==> src/rtl/pair_arith_pkg.sv <==
package pair_arith_pkg;
    typedef enum logic [1:0] {
        OP_ADD  = 2'd0,
        OP_ADC  = 2'd1,
        OP_SBC  = 2'd2,
        OP_PASS = 2'd3
    } pair_op_e;

    localparam int FL_C  = 0;
    localparam int FL_N  = 1;
    localparam int FL_PV = 2;
    localparam int FL_X3 = 3;
    localparam int FL_H  = 4;
    localparam int FL_X5 = 5;
    localparam int FL_Z  = 6;
    localparam int FL_S  = 7;
    localparam int FLAG_W = 8;
endpackage

==> src/rtl/pair_addsub.sv <==
module pair_addsub #(
    parameter int W = 16
) (
    input  logic [W-1:0] a,
    input  logic [W-1:0] b,
    input  logic         cin,
    input  logic         sub,
    output logic [W-1:0] sum,
    output logic         cout,
    output logic         hcarry,
    output logic         ovf
);
    localparam int HB = W - 4;
    localparam int SB = W - 1;

    logic [W:0] ext;

    always_comb begin
        if (sub) begin
            ext = {1'b0, a} - {1'b0, b} - {{W{1'b0}}, cin};
        end else begin
            ext = {1'b0, a} + {1'b0, b} + {{W{1'b0}}, cin};
        end
        sum    = ext[W-1:0];
        cout   = ext[W];
        hcarry = a[HB] ^ b[HB] ^ ext[HB];
        if (sub) begin
            ovf = (a[SB] != b[SB]) && (ext[SB] != a[SB]);
        end else begin
            ovf = (a[SB] == b[SB]) && (ext[SB] != a[SB]);
        end
    end

    // equal operands with no borrow in give zero and no borrow out
    always_comb begin
        if (sub && !cin && (a == b)) begin
            a_r8_equal_zero: assert (sum == '0 && !cout)
                else $error("a_r8_equal_zero");
        end
    end
endmodule

==> src/rtl/pair_flag_gen.sv <==
module pair_flag_gen
    import pair_arith_pkg::*;
#(
    parameter int W = 16
) (
    input  pair_op_e              op,
    input  logic [FLAG_W-1:0]     flags_in,
    input  logic [W-1:0]          sum,
    input  logic                  cout,
    input  logic                  hcarry,
    input  logic                  ovf,
    output logic [FLAG_W-1:0]     flags_out
);
    logic zero_w;

    assign zero_w = (sum == '0);

    always_comb begin
        flags_out = flags_in;
        unique case (op)
            OP_ADD: begin
                flags_out[FL_H] = hcarry;
                flags_out[FL_N] = 1'b0;
                flags_out[FL_C] = cout;
            end
            OP_ADC, OP_SBC: begin
                flags_out        = '0;
                flags_out[FL_S]  = sum[W-1];
                flags_out[FL_Z]  = zero_w;
                flags_out[FL_H]  = hcarry;
                flags_out[FL_PV] = ovf;
                flags_out[FL_N]  = (op == OP_SBC);
                flags_out[FL_C]  = cout;
            end
            OP_PASS: begin
                flags_out = flags_in;
            end
            default: flags_out = flags_in;
        endcase
    end
endmodule

==> src/rtl/pair_arith16.sv <==
module pair_arith16
    import pair_arith_pkg::*;
(
    input  logic [1:0]  op_sel,
    input  logic [15:0] opa,
    input  logic [15:0] opb,
    input  logic [7:0]  flags_in,
    output logic [15:0] result,
    output logic [7:0]  flags_out
);
    localparam int W = 16;

    pair_op_e      op;
    logic          carry_in;
    logic          do_sub;
    logic [W-1:0]  sum_w;
    logic          cout_w;
    logic          hc_w;
    logic          ovf_w;

    assign op       = pair_op_e'(op_sel);
    assign carry_in = (op != OP_ADD) && flags_in[FL_C];
    assign do_sub   = (op == OP_SBC);

    pair_addsub #(.W(W)) core_i (
        .a      (opa),
        .b      (opb),
        .cin    (carry_in),
        .sub    (do_sub),
        .sum    (sum_w),
        .cout   (cout_w),
        .hcarry (hc_w),
        .ovf    (ovf_w)
    );

    pair_flag_gen #(.W(W)) flags_i (
        .op        (op),
        .flags_in  (flags_in),
        .sum       (sum_w),
        .cout      (cout_w),
        .hcarry    (hc_w),
        .ovf       (ovf_w),
        .flags_out (flags_out)
    );

    assign result = (op == OP_PASS) ? opa : sum_w;

    always_comb begin
        if (op == OP_PASS) begin
            a_r1_pass: assert (result == opa && flags_out == flags_in)
                else $error("a_r1_pass");
        end
        if (op == OP_ADD) begin
            a_r2_add_sum: assert ({flags_out[FL_C], result} == ({1'b0, opa} + {1'b0, opb}))
                else $error("a_r2_add_sum");
            a_r3_keep_flags: assert (flags_out[FL_S] == flags_in[FL_S] &&
                                     flags_out[FL_Z] == flags_in[FL_Z] &&
                                     flags_out[FL_PV] == flags_in[FL_PV] &&
                                     !flags_out[FL_N])
                else $error("a_r3_keep_flags");
        end
        if (op == OP_ADC || op == OP_SBC) begin
            a_r6_sign_zero: assert (flags_out[FL_Z] == (result == '0) &&
                                    flags_out[FL_S] == result[W-1] &&
                                    !flags_out[FL_X5] && !flags_out[FL_X3])
                else $error("a_r6_sign_zero");
        end
        if (op == OP_SBC) begin
            a_r8_sbc_diff: assert (flags_out[FL_N] &&
                                   result == (opa - opb - {{(W-1){1'b0}}, flags_in[FL_C]}))
                else $error("a_r8_sbc_diff");
        end
    end
endmodule

==> config.mk <==
export PLATFORM = sky130hd
export DESIGN_NAME = pair_arith16
export DESIGN_NICKNAME = d
export VERILOG_FILES = /design/src/rtl/pair_arith_pkg.sv /design/src/rtl/pair_addsub.sv /design/src/rtl/pair_flag_gen.sv /design/src/rtl/pair_arith16.sv
export SDC_FILE = /design/constraint.sdc
export NUM_CORES = 1
export LEC_CHECK = 0
export CAP_MARGIN = 10
export CORE_ASPECT_RATIO = 1.1
export CORE_UTILIZATION = 52
export DETAILED_ROUTE_END_ITERATION = 10
export PLACE_DENSITY_LB_ADDON = 0.08
export SLEW_MARGIN = 20
export SYNTH_ARGS = -nofsm -noshare
export SYNTH_HDL_FRONTEND = slang
export SYNTH_SLANG_ARGS = --single-unit
export TNS_END_PERCENT = 50
==> constraint.sdc <==
create_clock -name vclk -period 5.4
set_input_delay 1.08 -clock vclk [all_inputs]
set_output_delay 1.08 -clock vclk [all_outputs]
set_load 0.01 [all_outputs]
Yosys cells after proc, flatten, opt, wreduce, memory -nomap -nowiden --
Index checks and enable logic that the tools add are counted.
Storage, ports and cells: flip-flop bits (word level) 0, input bits 42, output and inout port bits 24, logic and storage cells 27
Operators by class: add/subtract/negate cells 4, equal/unequal tests 6, multiplexer cells 7, bitwise gates (word level) 2, reduce and logical (&&, ||, !) cells 8
Operators with widths (count):
- adder 16 x 16 -> 17 bit | 1
- adder 17 x 1 -> 17 bit | 1
- 2-to-1 mux 17 bit | 1
- subtractor 16 x 16 -> 17 bit | 1
- subtractor 17 x 1 -> 17 bit | 1
- zero test 16 bit | 1
- 2-to-1 mux 16 bit | 1
- case mux 2 bit (3 select lines) | 1
- == test 2 bit, second input constant | 2
- logical AND 1 bit | 3
- 2-to-1 mux 3 bit | 1
- OR reduction 3 bit | 1
- == test 2 x 1 -> 1 bit, second input constant | 1
- zero test 2 bit | 1
- 2-to-1 mux 2 bit | 1
- inequality test 1 bit | 2
- case mux 1 bit (2 select lines) | 1
- nonzero test 2 bit | 1
- OR reduction 2 bit | 1
- bitwise XOR 1 bit | 2
- == test 1 bit | 1
- 2-to-1 mux 1 bit | 1

Logic depth before layout (Yosys ltp) --
word-level depth 8, gate-level depth with buffers 15, depth with buffers taken out 15

Cells and area by module --
Synthesis repeated with hierarchy kept, for this count alone.
Unflattened totals: cell total of the unflattened synthesis 323, area, all modules 2389.8 µm²
Modules (own cells, without submodules):
- pair_addsub | instances 1, cells each 281, area each 1963.1 µm², seq. area each 0.0 µm²
- pair_arith16 | instances 1, cells each 20, area each 265.3 µm², seq. area each 0.0 µm²
- pair_flag_gen | instances 1, cells each 22, area each 161.4 µm², seq. area each 0.0 µm²

Worst setup path before layout --
OpenSTA, ideal clock, no wires.
path kind in2out, start in op_sel[0], end out flags_out[2], arrival time 3.975 ns, required time 4.320 ns, path slack 0.345 ns, cell stages on the path 15, path buffers 0, cell sequence inv_1 > ha_1 > nand2b_1 > fa_1 > inv_1 > ha_1 > o21ai_1 > a221oi_2 > a211oi_1 > o21ai_1 > o31ai_1 > mux2i_1 > xnor2_1 > nand3_1 > a31oi_1
Between the ends: cells in the longest elaborated chain, start to end 8, elaborated cells on any way between the ends 13, those cells by class add/sub: 2; eq/ne: 3; mux: 3; reduce/logical: 5
Ends and longest elaborated chain:
- start: declaration | line pair_arith16.sv:4 | input logic [1:0] op_sel,
- nonzero test 2 bit | line pair_arith16.sv:22 | assign carry_in = (op != OP_ADD) && flags_in[FL_C];
- logical AND 1 bit | line pair_arith16.sv:22
- adder 17 x 1 -> 17 bit or subtractor 17 x 1 -> 17 bit (tied branches) | line pair_addsub.sv:22, pair_addsub.sv:20
- 2-to-1 mux 17 bit | line pair_addsub.sv:19 | if (sub) begin
- inequality test 1 bit | line pair_addsub.sv:28, pair_addsub.sv:30
- logical AND 1 bit (on tied branches) | line pair_addsub.sv:30, pair_addsub.sv:28
- 2-to-1 mux 1 bit | line pair_addsub.sv:27 | if (sub) begin
- 2-to-1 mux 2 bit (*) | line pair_flag_gen.sv:20 | unique case (op)
- end: declaration | line pair_arith16.sv:9 | output logic [7:0] flags_out
Every way passes the cells marked *; elsewhere a longest branch is shown, timed or not.

Worst setup path after layout --
start in opa[3], end out flags_out[6]
Between the ends: cells in the longest elaborated chain, start to end 5, elaborated cells on any way between the ends 7, those cells by class add/sub: 4; mux: 2; reduce/logical: 1
Ends and longest elaborated chain:
- start: declaration | line pair_arith16.sv:5 | input logic [15:0] opa,
- adder 16 x 16 -> 17 bit or subtractor 16 x 16 -> 17 bit (tied branches) | line pair_addsub.sv:22, pair_addsub.sv:20
- adder 17 x 1 -> 17 bit or subtractor 17 x 1 -> 17 bit (tied branches) | line pair_addsub.sv:22, pair_addsub.sv:20
- 2-to-1 mux 17 bit (*) | line pair_addsub.sv:19
- zero test 16 bit (*) | line pair_flag_gen.sv:16 | assign zero_w = (sum == '0);
- 2-to-1 mux 3 bit (*) | line pair_flag_gen.sv:20
Marks and branches as above.

==> results_dict.tcl <==
set metrics [dict create \
    result_of_the_run "completed" \
    die_w_um 66.7 \
    detail_route.first_pass.iterations 5 \
    synthTopCellsByArea "sky130_fd_sc_hd__ha_1, sky130_fd_sc_hd__inv_1, sky130_fd_sc_hd__xnor2_1, sky130_fd_sc_hd__a21oi_1, sky130_fd_sc_hd__nor2_1" \
    total_leakage_power_uw 0.00187 \
    dr_total_vias 3200 \
    flow.area_growth_from_synthesis_pct 61.7 \
    synthesis.nets 438 \
    min_from "flags_in[0]" \
    first_global_vias 3098 \
    instances_no_fill 538 \
    initial_utilization 0.550 \
    power.density_cell_area_nw_per_um2 162 \
    num_rows 25 \
    worstPathRequired_ns 4.32 \
    worst_ir_drop_vdd_mv 0.108 \
    max_cap_viol_count 0 \
    final-setup-viol-count 0 \
    relSlewSlack 0.729 \
    final-seq-area_um2 0 \
    hold_buffer_count_at_cts 0 \
    post_synth_instance_area_um2 2390 \
    layout-drive-gt1-share 0.300 \
    setup.worst_path.end_class "primary output" \
    holdPathEnd "flags_out[0]" \
    class_of_the_most_critical_hold_timing_path "input port to primary output" \
    arrival_ns 4.30 \
    synth_area_leader_cell "sky130_fd_sc_hd__ha_1" \
    final_common_cell "sky130_fd_sc_hd__buf_4" \
    pin_count_of_the_biggest_net_entering_global_routing 28 \
    numPortBuffers 66 \
    syn-mean-instance-area_um2 6.95 \
    worst_hold_slack_ns 2.78 \
    worst-path-buf-inv 5 \
    numSequentialCells 0 \
    dp_slack_ns -0.938 \
    timing.critical_path.slowest_stage_cell "sky130_fd_sc_hd__clkdlybuf4s50_1" \
    timing.hold.worst_path_depth 4 \
    netlist_cell_types 53 \
    layout.cells.most_common_list "sky130_fd_sc_hd__buf_4, sky130_fd_sc_hd__clkdlybuf4s50_1, sky130_fd_sc_hd__inv_1" \
    ant_nets 0 \
    post-place-cells 527 \
    postLayoutSetupSlackWorst_ns 0.0211 \
    global_route.usage.total 0.330 \
    final_period_minus_worst_setup_slack_ns 5.38 \
    final.period_utilization 0.996 \
    crit_family "buffers and inverters" \
    hpwlAfterDp_um 6220 \
    antenna_cells 0 \
    core-area_um2 4350 \
    max_freq_mhz 186 \
    clock_buffer_instance_count_of_the_final_layout 0 \
    synth_top_area_share 0.251 \
    yosysWarnings 0 \
    place_congestion 0.900 \
    path_common_cell "sky130_fd_sc_hd__inv_1" \
    finalWirelength_um 8780 \
    postSynthCellCount 344 \
    wl_per_cell_um 16.3 \
    setup.worst_path.class "input port to primary output" \
    antenna_found_initial 0 \
    detailedRoute.firstIterationViolations 243 \
    worstPathCellList "clkdlybuf4s50_1, inv_1, ha_4, inv_1, ha_2, o21ai_2, a221oi_2, buf_4, a21oi_4, a21oi_2, xor2_1, mux2i_1, nor4bb_4, nand4_1, o32ai_2, buf_2" \
    grt_setup_unrepaired "yes" \
    tightestPinTransition_ns 0.406 \
    nets 580 \
    final.fill_count 224 \
    grt-ovfl-total 0 \
    report.final.slew_viol_count 0 \
    dieHeight_um 73.1 \
    grt_pass1_wl_um 12700 \
    floorplan.io_pins 66 \
    report.final.hold_viol_count 0 \
    critPathMaxStageDelay_ns 0.48 \
    worstSetupStartpointType "input port" \
    fp.dieArea_um2 4870 \
    detail_route.drc_violations 0 \
    via_to_cell_ratio 5.95 \
    final_util 0.889 \
    critical_path.max_fanout 4 \
    synth_seq_area_share 0 \
]
report_power, final:
group | leakage, µW | internal [µW] | switching (µW)
sequential | 0 | 0 | 0
clock | 0 | 0 | 0
combinational | 0.00187 | 326 | 302
total | 0.00187 | 326 | 302
per-layer routing:
metal  vias up  GRT usage  share of wire
met4         0      0.149          0.054
met2       173      0.663           0.53
met3        65     0.0406          0.058
li1       1479          -              -
met5         -          0              0
met1      1483      0.325           0.36
area by class of cell:
type               count  area (µm²)  area share
multi-input cells    278        2320       0.600
inverters             57         214      0.0553
repair buffers       149        1260       0.327
well taps             54        67.6      0.0175
cell families after synthesis:
logic type,count (synthesis),share of synthesized area
and+or+nand+nor,96,0.205
muxes,10,0.0440
xor gates and xnor gates,26,0.0984
buffers and inverters,66,0.105
adders and majority gates,52,0.285
AOI/OAI and AO/OA,94,0.263
Yosys cell counts, types with 4 or more instances:
cell and n:
sky130_fd_sc_hd__a31oi_1 8, sky130_fd_sc_hd__nor3_1 10, sky130_fd_sc_hd__o21ai_1 19, sky130_fd_sc_hd__nand2_1 18, sky130_fd_sc_hd__xor2_1 5, sky130_fd_sc_hd__clkbuf_1 7
sky130_fd_sc_hd__nand2b_1 8, sky130_fd_sc_hd__nand4_1 7, sky130_fd_sc_hd__mux2_2 4, sky130_fd_sc_hd__nor2_1 27, sky130_fd_sc_hd__inv_2 5, sky130_fd_sc_hd__a21oi_1 26
sky130_fd_sc_hd__mux2i_1 6, sky130_fd_sc_hd__xnor2_1 20, sky130_fd_sc_hd__nand3_1 7, sky130_fd_sc_hd__ha_1 48, sky130_fd_sc_hd__fa_1 4, sky130_fd_sc_hd__inv_1 52
sky130_fd_sc_hd__o21ai_0 6, sky130_fd_sc_hd__nor2b_1 7
how the worst max path moves through the flow:
stage,end,start,cells past startpoint,slack [ns]
floorplan,flags_out[2],op_sel[0],15,0.34
global placement,flags_out[6],op_sel[0],17,-0.78
detailed placement,flags_out[6],op_sel[0],18,-0.94
CTS,flags_out[6],op_sel[1],17,0.002
global route,flags_out[6],opa[3],16,-0.10
finish,flags_out[6],opa[3],16,0.02
metrics by stage:
stage	instance area [µm²]	setup TNS (ns)	power, µW
global placement	3620	-6.77	536
detailed placement	3620	-8.20	550
global route	3870	-0.248	667
CTS	3760	0	579
finish	3870	0	628
floorplan	2390	0	300
what timing repair did:
item                                    in CTS  in global routing
setup buffers                               11                  0
gates resized for setup                     44                 29
endpoints found under the setup margin      17                  9
pin swaps                                   29                 17
(Power assumes the default switching activity.)
